==> src/rtl/bhz_pkg.sv <==
// Shared types of the decode-stage branch hazard unit.
// Assumes: one equality branch at most in decode per cycle.
package bhz_pkg;

    // Where a comparator operand is taken from; the codes appear on ports.
    typedef enum logic [1:0] {
        SRC_REGFILE = 2'd0,
        SRC_MEM     = 2'd1,
        SRC_WB      = 2'd2
    } opnd_src_e;

endpackage

==> src/rtl/bhz_dep_check.sv <==
// Dependency check for one comparator operand.
// Decides whether the operand is not yet available (stall) and from which
// later stage it should be forwarded. Assumes register 0 is hard-wired zero.
module bhz_dep_check
    import bhz_pkg::*;
#(
    parameter int AW = 5
) (
    input  logic [AW-1:0] src,
    input  logic [AW-1:0] ex_rd,
    input  logic          ex_we,
    input  logic [AW-1:0] mem_rd,
    input  logic          mem_we,
    input  logic          mem_ld,
    input  logic [AW-1:0] wb_rd,
    input  logic          wb_we,
    output logic          need_stall,
    output opnd_src_e     src_sel
);

    logic src_live;
    logic ex_hit;
    logic mem_hit;
    logic wb_hit;

    // Match the operand against each producer that really writes it.
    always_comb begin
        src_live = (src != '0);
        ex_hit   = src_live && ex_we  && (ex_rd  == src);
        mem_hit  = src_live && mem_we && (mem_rd == src);
        wb_hit   = src_live && wb_we  && (wb_rd  == src);
    end

    // An execute producer or a memory-stage load cannot feed decode yet.
    always_comb begin
        need_stall = ex_hit || (mem_hit && mem_ld);
    end

    // The youngest forwardable producer wins.
    always_comb begin
        if (mem_hit) begin
            src_sel = SRC_MEM;
        end else if (wb_hit) begin
            src_sel = SRC_WB;
        end else begin
            src_sel = SRC_REGFILE;
        end
    end

endmodule

==> src/rtl/bhz_id_compare.sv <==
// Decode-stage operand selection, equality comparator and target adder.
// Assumes the offset counts words, so it is shifted left by two.
module bhz_id_compare
    import bhz_pkg::*;
#(
    parameter int XLEN = 32,
    parameter int OFFW = 16
) (
    input  opnd_src_e        sel_a,
    input  opnd_src_e        sel_b,
    input  logic [XLEN-1:0]  rf_a,
    input  logic [XLEN-1:0]  rf_b,
    input  logic [XLEN-1:0]  mem_val,
    input  logic [XLEN-1:0]  wb_val,
    input  logic [XLEN-1:0]  pc_plus4,
    input  logic [OFFW-1:0]  offset,
    output logic             equal,
    output logic [XLEN-1:0]  target
);

    localparam int EXT_W = XLEN - OFFW;

    logic [XLEN-1:0] opnd_a;
    logic [XLEN-1:0] opnd_b;
    logic [XLEN-1:0] off_ext;

    // Choose the value of an operand from its select code.
    function automatic logic [XLEN-1:0] pick(input opnd_src_e sel,
                                             input logic [XLEN-1:0] rf_v,
                                             input logic [XLEN-1:0] mem_v,
                                             input logic [XLEN-1:0] wb_v);
        case (sel)
            SRC_MEM: pick = mem_v;
            SRC_WB:  pick = wb_v;
            default: pick = rf_v;
        endcase
    endfunction

    // Build both operands and compare them.
    always_comb begin
        opnd_a = pick(sel_a, rf_a, mem_val, wb_val);
        opnd_b = pick(sel_b, rf_b, mem_val, wb_val);
        equal  = (opnd_a == opnd_b);
    end

    // Sign-extend the word offset and add it to the sequential address.
    always_comb begin
        off_ext = {{EXT_W{offset[OFFW-1]}}, offset};
        target  = pc_plus4 + (off_ext << 2);
    end

endmodule

==> src/rtl/bhz_pc_reg.sv <==
// Fetch program counter with hold and redirect.
// Assumes hold and redirect are never both set; hold takes priority.
module bhz_pc_reg #(
    parameter int              XLEN     = 32,
    parameter logic [XLEN-1:0] RESET_PC = 32'h0000_0100
) (
    input  logic            clk,
    input  logic            rst_n,
    input  logic            hold,
    input  logic            redirect,
    input  logic [XLEN-1:0] target,
    output logic [XLEN-1:0] pc
);

    localparam logic [XLEN-1:0] STEP = XLEN'(4);

    // Advance, hold or redirect the fetch address each cycle.
    always_ff @(posedge clk) begin
        if (!rst_n) begin
            pc <= RESET_PC;
        end else if (hold) begin
            pc <= pc;
        end else if (redirect) begin
            pc <= target;
        end else begin
            pc <= pc + STEP;
        end
    end

endmodule

==> src/rtl/branch_hazard_unit.sv <==
// Decode-stage branch hazard and redirect unit.
// Checks both branch operands against the execute, memory and writeback
// producers, stalls or forwards, resolves the branch, and keeps the fetch
// program counter. Assumes the pipeline flushes the next instruction when
// ifid_flush is set and zeroes execute control when idex_bubble is set.
module branch_hazard_unit
    import bhz_pkg::*;
#(
    parameter int              XLEN     = 32,
    parameter int              AW       = 5,
    parameter int              OFFW     = 16,
    parameter logic [XLEN-1:0] RESET_PC = 32'h0000_0100
) (
    input  logic            clk,
    input  logic            rst_n,
    input  logic            id_is_branch,
    input  logic [AW-1:0]   id_rs,
    input  logic [AW-1:0]   id_rt,
    input  logic [XLEN-1:0] id_pc_plus4,
    input  logic [OFFW-1:0] id_offset,
    input  logic [XLEN-1:0] rf_rs_val,
    input  logic [XLEN-1:0] rf_rt_val,
    input  logic [AW-1:0]   ex_rd,
    input  logic            ex_regwrite,
    input  logic [AW-1:0]   mem_rd,
    input  logic            mem_regwrite,
    input  logic            mem_memread,
    input  logic [XLEN-1:0] mem_alu_val,
    input  logic [AW-1:0]   wb_rd,
    input  logic            wb_regwrite,
    input  logic [XLEN-1:0] wb_val,
    output logic [XLEN-1:0] pc,
    output logic            pc_hold,
    output logic            ifid_hold,
    output logic            idex_bubble,
    output logic [1:0]      fwd_a_sel,
    output logic [1:0]      fwd_b_sel,
    output logic            br_taken,
    output logic [XLEN-1:0] br_target,
    output logic            ifid_flush
);

    localparam int NOPND = 2;

    logic [AW-1:0] src_reg [NOPND];
    opnd_src_e     src_sel [NOPND];
    logic [NOPND-1:0] need_stall;
    logic          stall;
    logic          opnd_equal;

    // Route the two compared registers to their checkers.
    always_comb begin
        src_reg[0] = id_rs;
        src_reg[1] = id_rt;
    end

    // One dependency checker per comparator operand.
    for (genvar g = 0; g < NOPND; g++) begin : g_opnd
        bhz_dep_check #(.AW(AW)) u_dep (
            .src        (src_reg[g]),
            .ex_rd      (ex_rd),
            .ex_we      (ex_regwrite),
            .mem_rd     (mem_rd),
            .mem_we     (mem_regwrite),
            .mem_ld     (mem_memread),
            .wb_rd      (wb_rd),
            .wb_we      (wb_regwrite),
            .need_stall (need_stall[g]),
            .src_sel    (src_sel[g])
        );
    end

    bhz_id_compare #(.XLEN(XLEN), .OFFW(OFFW)) u_cmp (
        .sel_a    (src_sel[0]),
        .sel_b    (src_sel[1]),
        .rf_a     (rf_rs_val),
        .rf_b     (rf_rt_val),
        .mem_val  (mem_alu_val),
        .wb_val   (wb_val),
        .pc_plus4 (id_pc_plus4),
        .offset   (id_offset),
        .equal    (opnd_equal),
        .target   (br_target)
    );

    // Stall only for a branch; resolve only when not stalled.
    always_comb begin
        stall    = id_is_branch && (|need_stall);
        br_taken = id_is_branch && !stall && opnd_equal;
    end

    // Drive the pipeline control outputs.
    always_comb begin
        pc_hold     = stall;
        ifid_hold   = stall;
        idex_bubble = stall;
        ifid_flush  = br_taken;
        fwd_a_sel   = src_sel[0];
        fwd_b_sel   = src_sel[1];
    end

    bhz_pc_reg #(.XLEN(XLEN), .RESET_PC(RESET_PC)) u_pc (
        .clk      (clk),
        .rst_n    (rst_n),
        .hold     (stall),
        .redirect (br_taken),
        .target   (br_target),
        .pc       (pc)
    );

endmodule

==> config.mk <==
export PLATFORM = sky130hd
export DESIGN_NAME = branch_hazard_unit
export DESIGN_NICKNAME = d
export VERILOG_FILES = /design/src/rtl/bhz_pkg.sv /design/src/rtl/bhz_dep_check.sv /design/src/rtl/bhz_id_compare.sv /design/src/rtl/bhz_pc_reg.sv /design/src/rtl/branch_hazard_unit.sv
export SDC_FILE = /design/constraint.sdc
export NUM_CORES = 1
export LEC_CHECK = 0
export BUFFER_PORTS_ARGS = -buffer_cell sky130_fd_sc_hd__buf_2
export CORE_MARGIN = 2
export CORE_UTILIZATION = 40
export DETAILED_ROUTE_END_ITERATION = 10
export GPL_TIMING_DRIVEN = 0
export HOLD_SLACK_MARGIN = 0.03
export PLACE_DENSITY = 0.75
export SLEW_MARGIN = 20
export SYNTH_ARGS = -nofsm -noshare
export SYNTH_HDL_FRONTEND = slang
export SYNTH_SLANG_ARGS = --single-unit
==> constraint.sdc <==
create_clock -name clk -period 9.8 [get_ports clk]
set_clock_uncertainty 0.05 [all_clocks]
set_input_delay 0 -clock clk [delete_from_list [all_inputs] [get_ports clk]]
set_output_delay 0 -clock clk [all_outputs]
set_load 0.02 [all_outputs]
==> results_dict.tcl <==
set metrics [dict create \
    layoutNonFillerInstCount 1224 \
    yosys.area_share.simple_pct 17.98 \
    yosys-top-cells-area "mux2i_1, dfxtp_1, xnor2_1, ha_1, a22oi_1" \
    ys_ff_latch 32 \
    drt_first_pass_iters 5 \
    syn_inst 750 \
    nets 1277 \
    slew_violations 0 \
    final.min_clock_period_ns 4.207 \
    wl_per_cell_um 17.15 \
    yosys.area.top_type_share_pct 11.34 \
    end_kind "flip-flop" \
    tightestPinTransition_ns 0.7911 \
    power.density_nw_per_um2 83.72 \
    synth-seq-area-share_pct 10.83 \
    fmax_mhz 237.7 \
    gp_congestion 0.8744 \
    peakVddDrop_mv 0.05425 \
    p_leak_uw 0.003919 \
    path_class "in2reg" \
    synthMuxAreaShare_pct 14.57 \
    first_iter_violations 432 \
    regMostFlops "u_pc.pc" \
    start_kind "input pin" \
    clockRootBuffer "clkbuf_16" \
    max_stage_delay_ns 0.55 \
    worst_ep_arrival_time_ns 4.31 \
    initial_core_util_pct 40.86 \
    antenna_found_initial 1 \
    globalRouteTotalUtil_pct 24.85 \
    final_util_pct 53.41 \
    status "completed" \
    wirelength_mm 20.99 \
    rsz0062_at_grt "no" \
    cts_made_buffers 5 \
    yosysTopAreaCell "mux2i_1" \
    cts_resized 0 \
    p_total_uw 647.5 \
    grt_pass1_wl_mm 32.73 \
    grt_max_degree 16 \
    cts_tree "built" \
    synth_compound_gate_area_share_pct 31.32 \
    drive_gt1_share_pct 31.38 \
    ys_warn_count 0 \
    synth_area_per_cell_sq_um 7.888 \
    synth_flop_cell "dfxtp_1" \
    ant_nets 0 \
    dieArea_sq_um 15780 \
    hold_viol 0 \
    critPathSlowestCell "or4_4" \
    synth_fa_ha_area_share_pct 6.684 \
    async_reset_ff_share_pct 0 \
    path_cells "buf_2 > or4_4 > nor2_1 > or3_1 > buf_4 > inv_2 > nor2_2 > clkbuf_1 > a22oi_1 > nor4_1 > nand4_1 > a2111oi_4 > buf_6 > buf_6 > mux2_1 > a22oi_1 > nor2_1" \
    numPortBuffers 278 \
    clk_pin_slew_ns 0.06 \
    crit_fanout 10 \
    cap_violations 0 \
    slew_headroom_pct 46.81 \
    drc 0 \
    synth_fp_nets 989 \
    synth_top_family_by_area "compound AO/OA/AOI/OAI gates" \
    cts_sinks 32 \
    cts_hold_buffers 3 \
    cts_setup_buffers 0 \
    synth-edff-count 0 \
    insertion_delay_ns 0.28 \
    pin_count 281 \
    setup_violations 0 \
    grt_pass1_vias 6630 \
    hp-class "in2reg" \
    largest_register_ffs 32 \
    dp_hpwl_mm 17.19 \
    fin_crit_sh_pct 42.93 \
    via_count 7135 \
    die_h_um 125.6 \
    overflow 0 \
    synth_xor_area_share_pct 13.03 \
    cp.required_ns 9.90 \
    syn2layout_area_growth_pct 30.73 \
    htreeDepth 2 \
    reg_top3 "u_pc.pc: 32 flops" \
    yosysUniqueCellTypes 67 \
    clk_path_buf_depth 2 \
    die_w_um 125.6 \
    dp_cells 1212 \
    timing.setup.tns_ns 0 \
    rows 44 \
    core-area_sq_um 14480 \
    nFillCells 1429 \
    vias_per_cell 5.829 \
    syn-cell-area_sq_um 5916 \
]
[power breakdown]
part           switching, uW  leakage [uW]  internal (uW)  total (uW)
combinational            192       0.00358            144         336
sequential              1.56      0.000258            132         133
clock                   58.6     0.0000808            120         178
[worst max-delay path: cells and delay by family]
family	cells	cell delay, ns
multiplexers	1	0.33
AO/OA/AOI/OAI	3	0.79
AND/OR/NAND/NOR	7	1.96
buffers and inverters	6	1.21
[kinds of logic (layout without fill, tap and decap cells)]
group                      after synthesis  after routing
and+or+nand+nor                        202            202
AOI/OAI and AO/OA                      253            253
other                                    0              1
muxes                                   84             84
DFF                                     32             32
buffers and inverters                   60            349
adders and majority gates               31             31
xor gates and xnor gates                88             88
[layout make-up]
class	count	area [sq um]	area share, %
flip-flops and latches	32	640.6	8.283
plain buffers	47	281.5	3.640
well taps	184	230.2	2.977
clock buffers	6	128.9	1.666
clock inverters	2	35.03	0.4530
repair buffers	281	1421	18.38
inverters	13	48.80	0.6310
multi-input cells	658	4945	63.94
diodes	1	2.502	0.03236
[path summary, 6_finish.rpt]
kind / from / end / slack (ns) / cells past startpoint
max: id_rs[0] / u_pc.pc[13]$_SDFFE_PN0N_ / 5.59 / 17
min reg2reg: u_pc.pc[25]$_SDFFE_PN0N_ / u_pc.pc[25]$_SDFFE_PN0N_ / 0.45 / 2
max reg2reg: u_pc.pc[2]$_SDFFE_PN0N_ / u_pc.pc[31]$_SDFFE_PN0N_ / 6.92 / 12
min: id_pc_plus4[31] / u_pc.pc[31]$_SDFFE_PN0N_ / 0.12 / 5
[placed cells by master, fill, tap and decap left out, drive strengths merged, types with 7 or more instances in the layout]
| cell type | count |
|---|---|
| a221o | 25 |
| mux2 | 17 |
| ha | 30 |
| nor2b | 23 |
| o21ai | 49 |
| mux2i | 67 |
| a221oi | 10 |
| or3 | 8 |
| nor2 | 40 |
| inv | 13 |
| buf | 302 |
| nor4 | 8 |
| clkbuf | 29 |
| xnor2 | 66 |
| nand3 | 14 |
| nor3 | 9 |
| and2 | 7 |
| nand4 | 11 |
| a21boi | 7 |
| nand2 | 48 |
| o221a | 7 |
| a21o | 13 |
| xor2 | 22 |
| a21oi | 39 |
| dfxtp | 32 |
| o221ai | 24 |
| a22oi | 37 |
| and3 | 16 |
[synth_stat cells, types with 3 or more instances]
cell       n
o21ai_0   21
a22oi_1   37
mux2i_1   67
or4_4      3
o21ai_1   28
o221a_2    5
a221o_1   25
xnor2_1   66
nand3_1   14
nand4_1   11
nand2b_1   6
clkbuf_1  23
a21o_1    13
or3_1      8
ha_1      30
buf_6      4
nor3_1     9
o211ai_1   5
buf_4     15
nor2b_1   23
and3_1    16
o31ai_1    3
o22ai_1    4
xor2_1    22
mux2_1    17
a221oi_1  10
o221ai_1  24
o21a_1     5
nand2_1   46
inv_1     11
and2_1     7
dfxtp_1   32
nor4_1     8
a21boi_1   6
and4_1     4
a21oi_1   39
nor2_1    39
a211oi_1   3
o21bai_1   3
[per-layer routing]
layer  wire, um  track usage [%]  part of all wire [%]  vias up
met1       9168            32.79                    44     3295
met4        488            6.993                   2.3        0
met2       9772            42.45                    47      317
met3       1557            3.398                   7.4       38
met5          0                0                     0        -
li1           -                -                     -     3485
[per-stage QoR]
step,hold WS [ns],worst slack (ns),instance area (sq um)
after floorplan,0.06259,6.363,5916
after global placement,0.2303,5.411,7537
after detailed placement,0.2382,5.412,7537
after CTS,0.1201,5.692,7731
after global routing,0.1961,5.288,7734
final,0.1235,5.593,7734
(Power assumes the default switching activity.)
